`config.mk`:
```
export PLATFORM = sky130hd
export DESIGN_NAME = aot_sequencer
export DESIGN_NICKNAME = d
export VERILOG_FILES = /design/src/rtl/aot_pkg.sv /design/src/rtl/aot_timer.sv /design/src/rtl/aot_ctrl.sv /design/src/rtl/aot_drive.sv /design/src/rtl/aot_sequencer.sv
export SDC_FILE = /design/constraint.sdc
export NUM_CORES = 1
export LEC_CHECK = 0
export ABC_AREA = 1
export CAP_MARGIN = 0
export CORE_ASPECT_RATIO = 1.75
export CORE_MARGIN = 5
export CORE_UTILIZATION = 51
export CTS_CLUSTER_DIAMETER = 120
export DETAILED_ROUTE_END_ITERATION = 16
export GPL_ROUTABILITY_DRIVEN = 0
export GPL_TIMING_DRIVEN = 0
export PLACE_DENSITY = 0.75
export REMOVE_ABC_BUFFERS = 1
export SLEW_MARGIN = 20
export SYNTH_ARGS = -nofsm -noshare
export SYNTH_HDL_FRONTEND = slang
export SYNTH_SLANG_ARGS = --single-unit
```
`constraint.sdc`:
```
create_clock -name clk -period 2 [get_ports clk]
set_input_delay 0.2 -clock clk [delete_from_list [all_inputs] [get_ports clk]]
set_output_delay 0.2 -clock clk [all_outputs]
set_load 0.03 [all_outputs]
```
`src/rtl/aot_pkg.sv`:
```
package aot_pkg;

  typedef enum logic [2:0] {
    ST_IDLE   = 3'd0,
    ST_DT_ON  = 3'd1,
    ST_ON     = 3'd2,
    ST_DT_OFF = 3'd3,
    ST_OFF    = 3'd4,
    ST_TRIP   = 3'd5,
    ST_HALT   = 3'd6
  } aot_state_e;

  // Width of a counter that must hold the largest timing limit and any on-time word.
  function automatic int cnt_bits(int ton_w, int dt, int blank, int minoff);
    int m;
    int w;
    m = dt;
    if (blank > m) m = blank;
    if (minoff > m) m = minoff;
    w = $clog2(m + 1);
    if (ton_w > w) w = ton_w;
    return w;
  endfunction

endpackage

```
`src/rtl/aot_timer.sv`:
```
module aot_timer #(
  parameter int W = 8
) (
  input  logic         clk,
  input  logic         rst_n,
  input  logic         clr,
  output logic [W-1:0] cnt
);
  localparam logic [W-1:0] CNT_MAX = {W{1'b1}};

  logic [W-1:0] cnt_nxt;
  logic         adv;

  // Counter saturates so that a long off-period never wraps back into a short count.
  always_comb begin
    adv     = !clr && (cnt != CNT_MAX);
    cnt_nxt = cnt;
    if (clr)      cnt_nxt = '0;
    else if (adv) cnt_nxt = cnt + 1'b1;
  end

  always_ff @(posedge clk or negedge rst_n) begin
    if (!rst_n) cnt <= '0;
    else        cnt <= cnt_nxt;
  end

endmodule

```
`src/rtl/aot_ctrl.sv`:
```
module aot_ctrl
  import aot_pkg::*;
#(
  parameter int TON_W      = 10,
  parameter int DT_CYC     = 30,
  parameter int BLANK_CYC  = 15,
  parameter int MINOFF_CYC = 30,
  parameter int CNT_W      = 10
) (
  input  logic             clk,
  input  logic             rst_n,
  input  logic             run_en,
  input  logic             fb_low,
  input  logic             oc_flag,
  input  logic [TON_W-1:0] ton_cycles,
  input  logic [CNT_W-1:0] cnt,
  output logic             tmr_clr,
  output logic             hs_nxt,
  output logic             ls_nxt,
  output logic             trip_nxt
);
  localparam logic [CNT_W-1:0] DT_LAST     = CNT_W'(DT_CYC - 1);
  localparam logic [CNT_W-1:0] MINOFF_LAST = CNT_W'(MINOFF_CYC - 1);
  localparam logic [CNT_W-1:0] BLANK_L     = CNT_W'(BLANK_CYC);

  aot_state_e       state, state_nxt;
  logic [TON_W-1:0] ton_q;
  logic             ton_ld;
  logic [CNT_W-1:0] ton_last;

  // A zero on-time word still gives a one-cycle on-period.
  always_comb begin
    ton_last = '0;
    if (ton_q != '0) ton_last = CNT_W'(ton_q - 1'b1);
  end

  always_comb begin
    state_nxt = state;
    if (!run_en) begin
      state_nxt = ST_IDLE;
    end else begin
      case (state)
        ST_IDLE:   if (fb_low) state_nxt = ST_DT_ON;
        ST_DT_ON:  if (cnt == DT_LAST) state_nxt = ST_ON;
        ST_ON:     if (cnt == ton_last) state_nxt = ST_DT_OFF;
        ST_DT_OFF: if (cnt == DT_LAST) state_nxt = ST_OFF;
        ST_OFF: begin
          // Current limit takes priority over the feedback-driven exit.
          if (oc_flag && (cnt >= BLANK_L))          state_nxt = ST_TRIP;
          else if (fb_low && (cnt >= MINOFF_LAST))  state_nxt = ST_DT_ON;
        end
        ST_TRIP:   state_nxt = ST_HALT;
        ST_HALT:   state_nxt = ST_HALT;
        default:   state_nxt = ST_IDLE;
      endcase
    end
  end

  always_comb begin
    tmr_clr  = (state_nxt != state) || !run_en;
    ton_ld   = (state_nxt == ST_ON) && (state != ST_ON);
    hs_nxt   = (state_nxt == ST_ON);
    ls_nxt   = (state_nxt == ST_OFF);
    trip_nxt = (state_nxt == ST_TRIP);
  end

  always_ff @(posedge clk or negedge rst_n) begin
    if (!rst_n) state <= ST_IDLE;
    else        state <= state_nxt;
  end

  always_ff @(posedge clk or negedge rst_n) begin
    if (!rst_n)      ton_q <= '0;
    else if (ton_ld) ton_q <= ton_cycles;
  end

  // the latched on-time word does not move while an on-period runs.
  a_r10_ton_held: assert property (@(posedge clk) disable iff (!rst_n)
    (state == ST_ON && state_nxt == ST_ON) |=> $stable(ton_q));

  // a trip only follows an off-period cycle at or beyond the blanking count.
  a_r7_trip_after_blank: assert property (@(posedge clk) disable iff (!rst_n)
    (state == ST_TRIP) |-> ($past(state) == ST_OFF && $past(cnt) >= BLANK_L));

endmodule

```
`src/rtl/aot_drive.sv`:
```
module aot_drive #(
  parameter int DT_CYC = 30
) (
  input  logic clk,
  input  logic rst_n,
  input  logic hs_nxt,
  input  logic ls_nxt,
  input  logic trip_nxt,
  output logic hs_drv,
  output logic ls_drv,
  output logic restart_req
);
  localparam int              GAP_W   = $clog2(DT_CYC + 1);
  localparam logic [GAP_W-1:0] GAP_MAX = GAP_W'(DT_CYC);

  logic [GAP_W-1:0] gap_q, gap_nxt;

  // Gate enables leave the block straight from flops, free of decode glitches.
  always_ff @(posedge clk or negedge rst_n) begin
    if (!rst_n) begin
      hs_drv      <= 1'b0;
      ls_drv      <= 1'b0;
      restart_req <= 1'b0;
    end else begin
      hs_drv      <= hs_nxt;
      ls_drv      <= ls_nxt && !hs_nxt;
      restart_req <= trip_nxt;
    end
  end

  // Count of consecutive cycles with both switches off, saturating at the dead time.
  always_comb begin
    gap_nxt = gap_q;
    if (hs_drv || ls_drv)     gap_nxt = '0;
    else if (gap_q != GAP_MAX) gap_nxt = gap_q + 1'b1;
  end

  always_ff @(posedge clk or negedge rst_n) begin
    if (!rst_n) gap_q <= GAP_MAX;
    else        gap_q <= gap_nxt;
  end

  // no shoot-through.
  a_r5_no_overlap: assert property (@(posedge clk) disable iff (!rst_n)
    !(hs_drv && ls_drv));

  // a drive may only rise after a full dead-time gap.
  a_r4_dead_gap: assert property (@(posedge clk) disable iff (!rst_n)
    ($rose(hs_drv) || $rose(ls_drv)) |-> (gap_q >= GAP_MAX));

  // the restart request is a single-cycle pulse.
  a_r8_single_pulse: assert property (@(posedge clk) disable iff (!rst_n)
    restart_req |=> !restart_req);

endmodule

```
`src/rtl/aot_sequencer.sv`:
```
module aot_sequencer #(
  parameter int TON_W      = 10,
  parameter int DT_CYC     = 30,
  parameter int BLANK_CYC  = 15,
  parameter int MINOFF_CYC = 30
) (
  input  logic             clk,
  input  logic             rst_n,
  input  logic             run_en,
  input  logic             fb_low,
  input  logic             oc_flag,
  input  logic [TON_W-1:0] ton_cycles,
  output logic             hs_drv,
  output logic             ls_drv,
  output logic             restart_req
);
  localparam int CNT_W = aot_pkg::cnt_bits(TON_W, DT_CYC, BLANK_CYC, MINOFF_CYC);
  localparam int LSW_W = $clog2(MINOFF_CYC + 1);
  localparam logic [LSW_W-1:0] LSW_MAX = LSW_W'(MINOFF_CYC);

  logic             tmr_clr;
  logic [CNT_W-1:0] cnt;
  logic             hs_nxt, ls_nxt, trip_nxt;

  aot_timer #(.W(CNT_W)) i_timer (
    .clk   (clk),
    .rst_n (rst_n),
    .clr   (tmr_clr),
    .cnt   (cnt)
  );

  aot_ctrl #(
    .TON_W      (TON_W),
    .DT_CYC     (DT_CYC),
    .BLANK_CYC  (BLANK_CYC),
    .MINOFF_CYC (MINOFF_CYC),
    .CNT_W      (CNT_W)
  ) i_ctrl (
    .clk        (clk),
    .rst_n      (rst_n),
    .run_en     (run_en),
    .fb_low     (fb_low),
    .oc_flag    (oc_flag),
    .ton_cycles (ton_cycles),
    .cnt        (cnt),
    .tmr_clr    (tmr_clr),
    .hs_nxt     (hs_nxt),
    .ls_nxt     (ls_nxt),
    .trip_nxt   (trip_nxt)
  );

  aot_drive #(.DT_CYC(DT_CYC)) i_drive (
    .clk         (clk),
    .rst_n       (rst_n),
    .hs_nxt      (hs_nxt),
    .ls_nxt      (ls_nxt),
    .trip_nxt    (trip_nxt),
    .hs_drv      (hs_drv),
    .ls_drv      (ls_drv),
    .restart_req (restart_req)
  );

  // Width of the current low-side pulse, saturating at the minimum off-time.
  logic [LSW_W-1:0] lsw_q, lsw_nxt;

  always_comb begin
    lsw_nxt = lsw_q;
    if (!ls_drv)               lsw_nxt = '0;
    else if (lsw_q != LSW_MAX) lsw_nxt = lsw_q + 1'b1;
  end

  always_ff @(posedge clk or negedge rst_n) begin
    if (!rst_n) lsw_q <= '0;
    else        lsw_q <= lsw_nxt;
  end

  // a low-side pulse that ends normally meets the minimum off-time.
  a_r6_min_off: assert property (@(posedge clk) disable iff (!rst_n)
    ($fell(ls_drv) && $past(run_en) && !restart_req) |-> (lsw_q >= LSW_MAX));

  // disabling forces the outputs quiet on the next clock.
  a_r1_disable: assert property (@(posedge clk) disable iff (!rst_n)
    !run_en |=> (!hs_drv && !ls_drv && !restart_req));

  // a restart request follows an over-current flag seen during the low-side pulse.
  a_r8_trip_cause: assert property (@(posedge clk) disable iff (!rst_n)
    restart_req |-> ($past(ls_drv) && $past(oc_flag)));

endmodule

```
==> out/metrics.cfg <==
[final_layout]
seq_area_sq_um=653
diodes=0
nNetsFinal=322
design_area_sq_um=2420
fill_cells=273
instances_no_fill=347
multi_input_area_sq_um=1210
area_delta_synth_final_pct=33.3
drive_gt1_share_pct=25.8

[clocking]
clk_pin_slew_worst_paths_ns=0.09
max-clock-path-buffers=2
cts_tree=built
clock_sinks=26
htreeDepth=1
cts-root-buf=clkbuf_8
cts_buffers=3
clock_latency_ns=0.28

[synthesis]
synth_edf_count=0
avgSynthCellArea_sq_um=6.86
synth_top_family_by_area=simple AND/OR/NAND/NOR gates
ys_top_cells_by_area=dfrtp_1 36%, nand2_1 18%, inv_1 7.9%
syn_inst=265
async_reset_ff_share_pct=100
synth_compound_area_share_pct=4.82
ys_top_cells_by_count=88 x nand2_1, 38 x inv_1, 26 x dfrtp_1
synth.cell_area_sq_um=1820
synth_cell_types=27
yosys.area.top_type=dfrtp_1
yosysTopAreaCellShare_pct=35.8
synthMuxAreaShare_pct=0
yosysSeqAreaShare_pct=35.8
synthAdderAreaFrac_pct=2.75
synth-simple-area-share_pct=45.1
ys_ff_latch=26
ys.flop_type=dfrtp_1
yosysWarnings=0
synth-xor-area-share_pct=2.41
synth.most_common_cell=nand2_1

[drt]
routed_wl_mm=4.80
wl_per_cell_um=13.8
drtPass1Iterations=4
drtIter0Drc=66
viasPerCell=5.27
drc=0
vias=1827
ant_nets=0

[critical_path]
worstPathRequired_ns=2.17
slowest_stage=dfrtp_1
path_cells=inv_2 > ha_4 > nand2_4 > nor2_4 > nand3_4 > buf_6 > nand2_2 > nand2_1 > nand2_1 > nor2_1 > nand2_1 > nor2_2 > nand3_4 > nand2_4 > buf_4 > nand2_4 > nand2_2 > nor2_1
arrival_ns=2.27
worstSetupEndpointType=flip-flop
cp_max_fo=7
worst_path_largest_cell_delay_ns=0.37
path_class=flip-flop to flip-flop
cp-start-kind=flip-flop

[floorplan]
ios=18
die_h_um=89.0
num_rows=28
fp.dieW_um=55.1
die-area_sq_um=4900
initial_core_util_pct=53.5
fp.coreArea_sq_um=3400

[power_and_ir_drop]
pwr-share-seq_pct=35.3
p_clk_share_pct=26.9
sw_frac_of_total_pct=34.7
leakage_nw=1.17
ir_drop_mv=0.614
internal_power_mw=1.07
powerDensity_nw_per_um2=675
switchingPower_mw=0.568
pwr-share-comb_pct=37.8

[global_routing]
grt_use_total_pct=22.8
grt_overflow_total=0
grt_max_degree=27
first_global_vias=1847
antenna_found_initial=0
grt_first_pass_wirelength_mm=8.20

[flow_run]
maxCapViolCount=0

[placed_design]
placed_cells=326
dp_hpwl_mm=3.05
dpl_cell_area_sq_um=2030
portBuffers=17

[timing]
finalHoldViolations=0
postLayoutSetupSlackWorst_ns=-0.0981
setup_violations=23
maxSlewHeadroom_pct=59.7
rsz0062_at_grt=yes
fmax_ghz=0.477
fin_skew_ns=0.00483
fin_crit_ns=2.10
tightest_slew_ns=0.604
slew_violations=0
period_share_pct=105

[min_path]
min_path_type=input pin to flip-flop

[outcome]
status=complete, but fails checks
violations=negative setup slack

-- layer usage --
metal	vias to the layer above	global-route usage [%]	wire (um)
li1	902	-	-
met1	854	26.5	1720
met2	55	40.6	2750
met3	16	2.67	156
met4	0	9.51	162
met5	-	0	0
-- cells in the final DEF (no fill, tap or decap), types with 2 or more instances in the layout --
cell / n
nand2_1: 81
inv_1: 33
dfrtp_1: 24
nand3_1: 21
nor2_1: 18
nor2_2: 16
clkdlybuf4s50_1: 16
buf_4: 11
inv_2: 7
nor2_4: 7
nand4_1: 6
nand2_4: 6
nand2_2: 5
o21ai_0: 5
nand3_2: 4
nand3_4: 4
xor2_1: 4
a21oi_1: 4
o21ai_1: 3
clkbuf_8: 3
nor3_4: 2
ha_1: 2
dfrtp_2: 2
buf_6: 2
-- metrics by stage --
stage	total power, mW	utilization, %	hold WS (ns)	worst slack (ns)	setup TNS, ns
floorplan	0.926	-	-0.0956	-0.0507	-0.488
global placement	1.03	59.8	0.478	-0.323	-6.47
detailed placement	1.03	59.6	0.239	-0.355	-7.19
CTS	1.59	67.7	0.447	-0.128	-1.79
global route	1.74	71.2	0.440	-0.287	-5.88
finish	1.63	71.2	0.440	-0.0981	-1.67
-- worst max-delay path: cells and delay by family, from the launching register on --
family,cells,cell delay [ns]
adders and majority gates,1,0.16
buffers and inverters,3,0.33
DFF,1,0.37
and+or+nand+nor,14,1.13
-- repair_timing --
item / in CTS / in global routing
resized for setup: 34 / 18
cloned: 3 / 0
endpoints found under the hold margin: 26 / 0
endpoints found under the setup margin: 24 / 25
buffers inserted: 6 / 7
hold buffers: 1 / 0
pin swaps: 19 / 23
-- cell type report --
class | instances | share of cell area (%)
Clock inverter | 1 | 1.24
Clock buffer | 3 | 1.71
Tap cell | 45 | 2.33
Timing Repair Buffer | 31 | 11.6
Inverter | 41 | 6.36
Sequential cell | 26 | 27.0
Multi-Input combinational cell | 200 | 49.8
-- path summary, 6_finish.rpt --
kind / endpoint / from / slack (ns) / depth (start not counted)
worst min register to register: i_ctrl.ton_q[0] / i_ctrl.ton_q[0] / 0.51 / 2
worst max register to register: i_drive.ls_drv / i_ctrl.ton_q[0] / -0.1 / 18
max in group asynchronous: i_timer.cnt[9] / rst_n / 1.12 / 2
worst min-delay path: i_ctrl.ton_q[2] / ton_cycles[2] / 0.44 / 3
min in group asynchronous: i_drive.hs_drv / rst_n / 0.46 / 2
worst max-delay path: i_drive.ls_drv / i_ctrl.ton_q[0] / -0.1 / 18
-- cell families (layout without fill, tap and decap cells) --
| logic type | after synthesis | after routing |
|---|---|---|
| buffers and inverters | 42 | 76 |
| XOR/XNOR | 5 | 5 |
| AO/OA/AOI/OAI | 16 | 16 |
| AND/OR/NAND/NOR | 172 | 175 |
| flip-flops | 26 | 26 |
| adder cells (fa/ha/maj) | 4 | 4 |
-- power groups by stage --
| stage | clock network (mW) | logic (mW) | registers (mW) |
|---|---|---|---|
| floorplan | 0 | 0.351 | 0.575 |
| global placement | 0 | 0.443 | 0.582 |
| detailed placement | 0 | 0.451 | 0.582 |
| CTS | 0.444 | 0.568 | 0.573 |
| global route | 0.471 | 0.691 | 0.580 |
| finish | 0.440 | 0.618 | 0.576 |
-- sequential cells by signal (all words and copies together), names as in the netlist --
name                 cells
i_drive.ls_drv           1
i_timer.cnt             10
i_drive.restart_req      1
i_ctrl.state             3
i_ctrl.ton_q            10
i_drive.hs_drv           1
Power figures use the tool's default switching activity.
